File: src/rtl/timer_pkg.sv
// Package: shared constants and the control-word layout for the down-counting timer.
// Assumes a 32-bit bus and word-aligned register offsets.
package timer_pkg;
    localparam int DATA_W = 32;
    localparam int PTV_W  = 3;

    // Word indices within the instance window (byte offset / 4)
    localparam int WORD_CTRL  = 0;
    localparam int WORD_LOAD  = 1;
    localparam int WORD_COUNT = 2;

    // Control word, packed MSB first so bit 0 is run and bit 5 is clock enable
    typedef struct packed {
        logic             clk_en;
        logic [PTV_W-1:0] ptv;
        logic             autoreload;
        logic             run;
    } ctrl_t;

    localparam int CTRL_W = $bits(ctrl_t);
endpackage

File: src/rtl/timer_regs.sv
// Module: register window. Holds the control and load words, decodes the bus,
// and produces the start pulse and the combinational read data.
// Assumes writes and reads are single-cycle; offsets that are not word-aligned never decode.
module timer_regs
    import timer_pkg::*;
#(
    parameter int CNT_W  = 32,
    parameter int ADDR_W = 8
) (
    input  logic              clk,
    input  logic              rst_n,
    input  logic [ADDR_W-1:0] bus_addr,
    input  logic              bus_we,
    input  logic [DATA_W-1:0] bus_wdata,
    input  logic              oneshot_done,
    input  logic [CNT_W-1:0]  count_val,
    output ctrl_t             ctrl,
    output logic [CNT_W-1:0]  load_val,
    output logic              start_pulse,
    output logic [DATA_W-1:0] bus_rdata
);
    localparam int WORD_W = ADDR_W - 2;

    logic [WORD_W-1:0] word;
    logic              aligned;
    logic              wr_ctrl;
    logic              wr_load;
    logic              wr_count;

    // Decode the word index and the write strobes
    always_comb begin
        word     = bus_addr[ADDR_W-1:2];
        aligned  = (bus_addr[1:0] == 2'b00);
        wr_ctrl  = bus_we && aligned && (word == WORD_W'(WORD_CTRL));
        wr_load  = bus_we && aligned && (word == WORD_W'(WORD_LOAD));
        wr_count = bus_we && aligned && (word == WORD_W'(WORD_COUNT));
    end

    assign start_pulse = wr_ctrl && bus_wdata[0];

    // Control word: a bus write takes priority over the one-shot self-clear of run
    always_ff @(posedge clk) begin
        if (!rst_n) begin
            ctrl <= '0;
        end else if (wr_ctrl) begin
            ctrl <= ctrl_t'(bus_wdata[CTRL_W-1:0]);
        end else if (oneshot_done) begin
            ctrl.run <= 1'b0;
        end
    end

    // Load word: written only through its own offset
    always_ff @(posedge clk) begin
        if (!rst_n) begin
            load_val <= '0;
        end else if (wr_load) begin
            load_val <= bus_wdata[CNT_W-1:0];
        end
    end

    // Read mux: control and count are visible, everything else reads zero
    always_comb begin
        bus_rdata = '0;
        if (aligned) begin
            if (word == WORD_W'(WORD_CTRL)) begin
                bus_rdata = DATA_W'(ctrl);
            end else if (word == WORD_W'(WORD_COUNT)) begin
                bus_rdata = DATA_W'(count_val);
            end
        end
    end

    // a write to the count offset leaves the load word untouched
    a_r2_count_write_ignored: assert property (@(posedge clk) disable iff (!rst_n)
        wr_count |=> $stable(load_val));

    // the one-shot expiry clears run unless software rewrites control in the same cycle
    a_r7_done_clears_run: assert property (@(posedge clk) disable iff (!rst_n)
        (oneshot_done && !wr_ctrl) |=> !ctrl.run);
endmodule

File: src/rtl/timer_prescale.sv
// Module: prescaler. Produces a one-cycle tick every 2^(ptv+1) clocks while running.
// Assumes a restart clears the phase, so the first tick comes a full period after the start.
module timer_prescale
    import timer_pkg::*;
(
    input  logic             clk,
    input  logic             rst_n,
    input  logic             running,
    input  logic             restart,
    input  logic [PTV_W-1:0] ptv,
    output logic             tick
);
    localparam int PRE_W = 2 ** PTV_W;

    logic [PRE_W-1:0] pre_q;
    logic [PRE_W-1:0] limit;

    assign limit = PRE_W'((32'd2 << ptv) - 32'd1);
    assign tick  = running && !restart && (pre_q == limit);

    // Phase counter: held at zero when idle or restarted, wraps at the limit
    always_ff @(posedge clk) begin
        if (!rst_n) begin
            pre_q <= '0;
        end else if (!running || restart || (pre_q == limit)) begin
            pre_q <= '0;
        end else begin
            pre_q <= pre_q + 1'b1;
        end
    end

    // the divider is at least two, so ticks never come back to back
    a_r4_tick_spacing: assert property (@(posedge clk) disable iff (!rst_n)
        tick |=> !tick);
endmodule

File: src/rtl/timer_core.sv
// Module: count register with reload, one-shot stop and the interrupt pulse.
// Assumes tick and start_pulse never occur together (the prescaler suppresses tick on a start).
module timer_core #(
    parameter int CNT_W = 32
) (
    input  logic             clk,
    input  logic             rst_n,
    input  logic             tick,
    input  logic             start_pulse,
    input  logic             autoreload,
    input  logic [CNT_W-1:0] load_val,
    output logic [CNT_W-1:0] count,
    output logic             irq,
    output logic             oneshot_done
);
    logic at_one;
    logic at_zero;
    logic expire;

    // Classify the current count and detect the expiry events
    always_comb begin
        at_one       = (count == CNT_W'(1));
        at_zero      = (count == '0);
        expire       = tick && (at_one || (at_zero && (load_val == '0)));
        oneshot_done = tick && !autoreload && (at_one || at_zero);
    end

    // Count register: load on start, reload or hold at zero, otherwise decrement per tick
    always_ff @(posedge clk) begin
        if (!rst_n) begin
            count <= '0;
        end else if (start_pulse) begin
            count <= load_val;
        end else if (tick) begin
            if (at_zero) begin
                count <= autoreload ? load_val : '0;
            end else begin
                count <= count - 1'b1;
            end
        end
    end

    // Interrupt register: one-cycle pulse after an expiring tick
    always_ff @(posedge clk) begin
        if (!rst_n) begin
            irq <= 1'b0;
        end else begin
            irq <= expire;
        end
    end

    // a start copies the load word into the count
    a_r3_start_copies_load: assert property (@(posedge clk) disable iff (!rst_n)
        start_pulse |=> (count == $past(load_val)));

    // without a tick or a start the count does not move
    a_r8_count_frozen: assert property (@(posedge clk) disable iff (!rst_n)
        (!start_pulse && !tick) |=> $stable(count));

    // a tick on a non-zero count takes exactly one off it
    a_r4_single_step: assert property (@(posedge clk) disable iff (!rst_n)
        (tick && !at_zero) |=> (count == $past(count) - CNT_W'(1)));

    // the interrupt lasts one cycle and lines up with a zero count
    a_r5_irq_one_cycle: assert property (@(posedge clk) disable iff (!rst_n)
        irq |=> !irq);
    a_r5_irq_with_zero: assert property (@(posedge clk) disable iff (!rst_n)
        irq |-> (count == '0));

    // in one-shot mode a tick at zero keeps the count at zero
    a_r7_oneshot_holds: assert property (@(posedge clk) disable iff (!rst_n)
        (tick && !autoreload && at_zero) |=> (count == '0));
endmodule

File: src/rtl/dncount_timer.sv
// Module: top of the reloadable down-counting timer. Wires the register window,
// the prescaler and the count core together.
// Assumes a single clock domain; the bus sees one instance per 0x100-byte window.
module dncount_timer
    import timer_pkg::*;
#(
    parameter int CNT_W  = 32,
    parameter int ADDR_W = 8
) (
    input  logic              clk,
    input  logic              rst_n,
    input  logic [ADDR_W-1:0] bus_addr,
    input  logic              bus_we,
    input  logic [DATA_W-1:0] bus_wdata,
    output logic [DATA_W-1:0] bus_rdata,
    output logic              irq
);
    ctrl_t            ctrl;
    logic [CNT_W-1:0] load_val;
    logic [CNT_W-1:0] count_val;
    logic             start_pulse;
    logic             oneshot_done;
    logic             tick;
    logic             running;

    assign running = ctrl.clk_en && ctrl.run;

    timer_regs #(
        .CNT_W (CNT_W),
        .ADDR_W(ADDR_W)
    ) u_regs (
        .clk         (clk),
        .rst_n       (rst_n),
        .bus_addr    (bus_addr),
        .bus_we      (bus_we),
        .bus_wdata   (bus_wdata),
        .oneshot_done(oneshot_done),
        .count_val   (count_val),
        .ctrl        (ctrl),
        .load_val    (load_val),
        .start_pulse (start_pulse),
        .bus_rdata   (bus_rdata)
    );

    timer_prescale u_prescale (
        .clk    (clk),
        .rst_n  (rst_n),
        .running(running),
        .restart(start_pulse),
        .ptv    (ctrl.ptv),
        .tick   (tick)
    );

    timer_core #(
        .CNT_W(CNT_W)
    ) u_core (
        .clk         (clk),
        .rst_n       (rst_n),
        .tick        (tick),
        .start_pulse (start_pulse),
        .autoreload  (ctrl.autoreload),
        .load_val    (load_val),
        .count       (count_val),
        .irq         (irq),
        .oneshot_done(oneshot_done)
    );

    // no tick is issued unless both clock enable and run are set
    a_r8_tick_needs_enable: assert property (@(posedge clk) disable iff (!rst_n)
        tick |-> (ctrl.clk_en && ctrl.run));
endmodule

File: config.mk
export PLATFORM = sky130hd
export DESIGN_NAME = dncount_timer
export DESIGN_NICKNAME = d
export VERILOG_FILES = /design/src/rtl/timer_pkg.sv /design/src/rtl/timer_regs.sv /design/src/rtl/timer_prescale.sv /design/src/rtl/timer_core.sv /design/src/rtl/dncount_timer.sv
export SDC_FILE = /design/constraint.sdc
export NUM_CORES = 1
export LEC_CHECK = 0
export BUFFER_PORTS_ARGS = -buffer_cell sky130_fd_sc_hd__buf_4
export CAP_MARGIN = 40
export CORE_MARGIN = 3
export CORE_UTILIZATION = 45
export CTS_CLUSTER_DIAMETER = 50
export CTS_CLUSTER_SIZE = 16
export DETAILED_ROUTE_END_ITERATION = 8
export PLACE_DENSITY = 0.73
export SLEW_MARGIN = 20
export SYNTH_ARGS = -nofsm -noshare
export SYNTH_HDL_FRONTEND = slang
export SYNTH_SLANG_ARGS = --single-unit
File: constraint.sdc
create_clock -name clk -period 3.1 [get_ports clk]
set_input_delay 0.155 -clock clk [delete_from_list [all_inputs] [get_ports clk]]
set_output_delay 0.155 -clock clk [all_outputs]
set_load 0.05 [all_outputs]
Word-level counts from Yosys, hierarchy flattened
Index checks and enable logic that the tools add are counted.

word-level totals
  output and inout bits = 33
  input port bits = 43
  logic and storage cells = 51
  register bits after elaboration = 79

cells by class
  multiplexer cells = 9
  bitwise operators = 1
  equality and inequality tests = 4
  reduce and logical (&&, ||, !) cells = 25
  shift operators = 1
  $add $sub $neg = 3

operators with widths
  cell                   number
  $mux 32                7
  $logic_not 32->1       2
  $eq 32x1->1 const B    1
  $sub 32x1->32 const B  1
  $logic_and 1x1->1      11
  $add 8x1->8 const B    1
  $eq 8x8->1             1
  $shl 2x3->8 const A    1
  $sub 8x1->8 const B    1
  $eq 6x1->1 const B     1
  $eq 6x2->1 const B     1
  $logic_not 6->1        1
  $logic_or 1x1->1       4
  $reduce_bool 2->1      2
  $logic_not 1->1        3
  $logic_not 2->1        1
  $mux 1                 2
  $reduce_or 2->1        1
  $not 1->1              1

Depth between registers and ports, before layout
  word-level depth = 11
  mapped depth = 10
  depth with buffers taken out = 8

Cells and area by module
From an unflattened synthesis, not the netlist that was laid out.

second synthesis, totals
  cell total of the unflattened synthesis = 570
  area total of the unflattened synthesis = 4852.2 um^2

modules (own cells, without submodules)
  module          times used  cells an instance  area an instance (um^2)  seq. area each (um^2)
  timer_core      1           292                2421.1                   660.6
  timer_regs      1           209                1846.8                   760.7
  timer_prescale  1           68                 578.1                    160.2
  dncount_timer   1           1                  6.3                      0.0

Least setup slack after synthesis
Ideal clock, no wire load.

  path type = flip-flop to flip-flop
  start point = reg u_core.count[0]
  end point = reg u_core.count[12]
  library setup time = 58 ps
  setup slack = 862 ps
  data arrival time = 2180 ps
  stages on the path, launching flop included = 9
  cell sequence = dfxtp_1 > inv_1 > ha_1 > nor3b_1 > nand2_1 > or4_1 > or3_1 > a21oi_1 > o21a_1

on the way
  longest elaborated chain between the ends = 4
  elaborated cells between the ends (all ways) = 5
  classes of those cells = 1 x add/sub; 3 x mux; 1 x reduce/logical

ends and longest elaborated chain
  what                                                      line                                source
  start, declared                                           timer_core.sv:12                    output logic [CNT_W-1:0] count,
  start signal, assigned                                    timer_core.sv:33                    count <= load_val;
  start signal, assigned                                    timer_core.sv:36                    count <= autoreload ? load_val : '0;
  start signal, assigned                                    timer_core.sv:38                    count <= count - 1'b1;
  $sub 32x1->32 / $logic_not 32->1 (equally long branches)  timer_core.sv:38, timer_core.sv:23
  $mux 32 (*)                                               timer_core.sv:35                    if (at_zero) begin
  $mux 32 (*)                                               timer_core.sv:34                    end else if (tick) begin
  $mux 32 (*)                                               timer_core.sv:32                    end else if (start_pulse) begin

Every way passes the cells marked *; elsewhere a longest branch is shown, timed or not. The select of a mux whose other input is x is not followed.
A chain may end at the register's enable or synchronous reset.

Worst setup path after layout
Ends and elaborated chain as after synthesis.

==> results.txt <==
- The final number of max-transition violations was 0.
* Count of max-cap constraint violations: 0
- Net Switching: between 0.4 and 0.5 mW
- Quantity of hold-fixing buffers added after cts: 0
- Critical path's slowest cell: or4_1
- Count of input and output buffers: 75
- The signal on the critical path passes through inv_1 -> ha_1 -> nor3b_1 -> nand2_1 -> or4_1 -> or3_1 -> a21oi_1 -> o21a_1.
- Overall via count from detail_route: 4826
- Commonest non-fill, non-tap cell in the layout: nand2_1
* Overflow after GRT: 0
- Synthesis-to-layout area growth: 19.0%
- Once detail routing completed, the nets flagged for antenna violations numbered 0.
* Maximum number of pins on one net before global-route repair: 64
- Worst-case reg-to-reg path depth: 8
- The worst register-to-register path ends at u_core.count[12]$_SDFFE_PN0P_.
* Clk_lat worst skew: 360 ps
- Crit-path max FO: 6
- In the final layout, the share of cells above drive strength 1 is 18.7%.
- The run finished with clean final reports.
- Routability-driven placement finished with a final weighted congestion of slightly below 1.
* DPL Wire Length: 10400 um
* Clock transition time at the flip-flop clock pins of the worst setup and hold paths: about 80 ps
- Logic gate share of total power: 4.7%
- Post-synth EDFFs: 0
- For this block, the initial DRC count from the detailed router was approximately 400.
- The layout has 971 filler cells.
* Flip-flop and latch count after synthesis: 79
- Buf/Inv on CP: 1
* Total Power Consumption: 1.80 mW
* Endpoint type of the worst setup path: flop
* Final setup TNS: 0 ps
- Dividing the detail-routed via count by the number of cells gives 5.91.
* CTS buffer count: 9
* Post-CTS resize count: 0
- Wire length of the first global-routing pass: 22900 um
- In this run the static leakage power is 2.10 nW.
- In the synthesized netlist the dominant register cell turns out to be dfxtp_1.
- Number of top-level pins: 76
- After layout, the minimum clock period comes to 2680 ps.
* Largest voltage drop on the vdd net: approximately 0.00025 V
- Worst Tran Pin Value: 729 ps
* X dimension of the die: 108 um
- Height of the die: 108 um
- Number of clock sinks: ~80
- The first detailed-routing pass ran for 5 iterations.
* Startpoint type of the worst setup path: flop
- Compound-gate portion of the synthesized area: between 20% and 30%
* Adder-cell share of the synthesized area: less than 1%
- In this run the deepest clock path goes through 2 buffers.
- The startpoint identified for the worst hold timing path is bus_wdata[11].
- The kind of cell with the highest combined delay along the critical path is simple AND/OR/NAND/NOR gates.
- The region available for standard cell placement spans 9910 um2.
* Total Routed Length: 14000 um
- The startpoint identified for the worst register-to-register timing path is u_core.count[0]$_SDFFE_PN0P_.
* Clock H-tree levels: 3
- Commonest non-fill, non-tap cells in the layout: nand2_1 (103), buf_4 (94), dfxtp_1 (79), a21boi_0 (42), a21oi_1 (37)
* Post-layout nets: 725
- The number of antenna diodes in the final layout is 0.
* TritonCTS clock tree: built
- Critical path required time: 3400 ps
- The floorplan has 36 rows.
* Area enclosed by the die boundary: about 12000 um2
* Residual DRC: 0
* Fraction of synthesized cell area in xor and xnor cells: 1.50%
- Counting flops with an async set or reset pin after synthesis yields a share of 0%.
* Cell internal pwr: 1.37 mW
- On the worst path, the slowest cell contributes a delay of 500 ps.
* Worst setup skew after layout: 8.64 ps
- Overall Global Routing Usage: 24.4%
- Unrepaired setup endpoints after global routing: false
- Dominant combinational cell family by area after synthesis: simple AND/OR/NAND/NOR gates
* Number of antenna violations at the first check in global routing: 0
* Portion of the post-synthesis area used by sequential elements: 33.9%
* Setup Buffers After CTS: 0
- Dividing the detail-routed wire length by the instance count gives 17.2 um.
* Cell Pwr Density: 325 nW/um2
* Min-Delay Endpoint: u_regs.load_val[11]$_SDFFE_PN0P_
- For this run, the number of Yosys warnings is 0.
- Final setup viols: 0
- The via count of the first global-routing pass is about 4500.
* Hold depth: 3
* Final Instance Count excl. Fillers: 817
* Synthesized Nets: 660
- At the worst endpoint, the arrival time is 2980 ps.
- The critical path is of the reg2reg type.
* Highest clock frequency the design can meet: 0.373 GHz
- The tightest min-delay check is of the in2reg type.
- Final hold vios: 0
* Initial core utilization: 47.0%
- After synthesis, the netlist uses 56 different library cells.
- Dividing the synthesized area by the synthesized cell count gives approximately 7.6 um2.
- Of the post-synthesis cell area, the part taken by muxes is 0%.
- Share of total power in sequential cells: between 50% and 60%
- In this run the tightest slew margin relative to its limit is 50.9%.
- Clock power frac: ~39%
* CTS root buffer: clkbuf_8
- The setup check on the worst reg-to-reg path leaves a slack of 420 ps.
- Synthesized instance count: approximately 600
* Placed cell count: 801
- Portion of the clock cycle consumed by the worst path in the final layout: 86.4%
* Total standard cell area after synthesis: 4660 um2
- Net switching is 23.9% of the power.
- The synthesized netlist devotes between 30% and 40% of its cell area to simple gates.
-- power by group through the flow --
stage | Sequential [mW] | Combinational, mW | Clock, mW
finish | 1.01 | 0.0853 | 0.704
global route | 1.02 | 0.0917 | 0.758
CTS | 1.01 | 0.0846 | 0.710
detailed placement | 1.04 | 0.0843 | 0
global placement | 1.04 | 0.0830 | 0
floorplan | 1.04 | 0.0310 | 0
-- sequential cells by signal, summed over array words and instances (netlist names) --
name,cells
u_core.count,32
u_regs.load_val,32
u_prescale.pre_q,8
u_regs.ctrl,6
u_core.irq,1
-- synth_stat cells, drive strengths merged (2+ instances only) --
cell type / n / share of area, %
nand2: 103 / 8.3
dfxtp: 79 / 34
a21boi: 42 / 6.8
a21oi: 37 / 4.0
nor2: 36 / 2.9
o21ai: 34 / 3.7
and2: 31 / 4.2
clkbuf: 30 / 2.4
nor4: 26 / 4.4
nand3: 18 / 1.9
o21a: 15 / 2.4
nor3: 14 / 1.5
and3: 13 / 1.7
a22oi: 12 / 2.2
buf: 12 / 1.6
o211ai: 12 / 1.9
o31ai: 10 / 1.6
inv: 9 / 0.72
nand4: 9 / 1.2
or3: 8 / 1.2
or2: 6 / 0.81
and4: 5 / 0.97
or4: 5 / 0.89
nand2b: 4 / 0.54
nor3b: 4 / 0.64
xnor2: 4 / 0.75
xor2: 4 / 0.75
a31oi: 3 / 0.40
ha: 3 / 0.81
nand3b: 3 / 0.48
o2111ai: 3 / 0.56
o211a: 3 / 0.64
o22ai: 3 / 0.40
a32oi: 2 / 0.38
nand4b: 2 / 0.38
-- layout make-up --
type | count | area [um2] | area share (%)
multi-input cells | 484 | 2860 | 51.6
flip-flops and latches | 79 | 1580 | 28.5
repair buffers | 96 | 726 | 13.1
well taps | 133 | 166 | 3.00
clock buffers | 11 | 141 | 2.55
clock inverters | 5 | 33.8 | 0.609
inverters | 9 | 33.8 | 0.609
-- kinds of logic after synthesis --
kind of cell | after synthesis
adders and majority gates | 3
DFF | 79
xor gates and xnor gates | 8
and+or+nand+nor | 291
AOI/OAI and AO/OA | 182
buffers and inverters | 51
-- worst max path at each step --
stage | endpoint | from | slack [ps] | cells after the start
6_report | u_core.count[12]$_SDFFE_PN0P_ | u_core.count[0]$_SDFFE_PN0P_ | 420 | 8
5_1_grt | u_core.count[12]$_SDFFE_PN0P_ | u_core.count[0]$_SDFFE_PN0P_ | 160 | 8
4_1_cts | u_core.count[12]$_SDFFE_PN0P_ | u_regs.ctrl[3]$_SDFFE_PN0N_ | 450 | 6
3_5_place_dp | u_core.count[12]$_SDFFE_PN0P_ | u_regs.ctrl[3]$_SDFFE_PN0N_ | 480 | 6
3_3_place_gp | u_core.count[13]$_SDFFE_PN0P_ | u_core.count[0]$_SDFFE_PN0P_ | 560 | 9
2_1_floorplan | u_core.count[12]$_SDFFE_PN0P_ | u_core.count[0]$_SDFFE_PN0P_ | 860 | 8
-- metrics by stage --
step	worst slack (ps)	hold WS [ps]	instance area, um2	utilization [%]
CTS	447	41.0	5540	55.9
floorplan	862	300	4660	-
global placement	562	417	5350	54.0
detailed placement	477	425	5370	54.2
finish	421	47.9	5540	55.9
global route	159	45.9	5540	55.9
-- per-layer routing --
layer	vias up	GRT usage, %	wire length [um]
li1	2359	-	-
met1	2222	35.5	6390
met5	-	0	0
met3	29	3.90	1180
met2	216	37.2	6200
met4	0	7.03	267
-- worst reg2reg max path, stage by stage, from the launching register on --
cell and delay (ps):
dfxtp_1 370, inv_1 120, ha_1 270, nor3b_1 460
nand2_1 260, or4_1 510, or3_1 330, a21oi_1 190
o21a_1 130
Power figures use the tool's default switching activity.
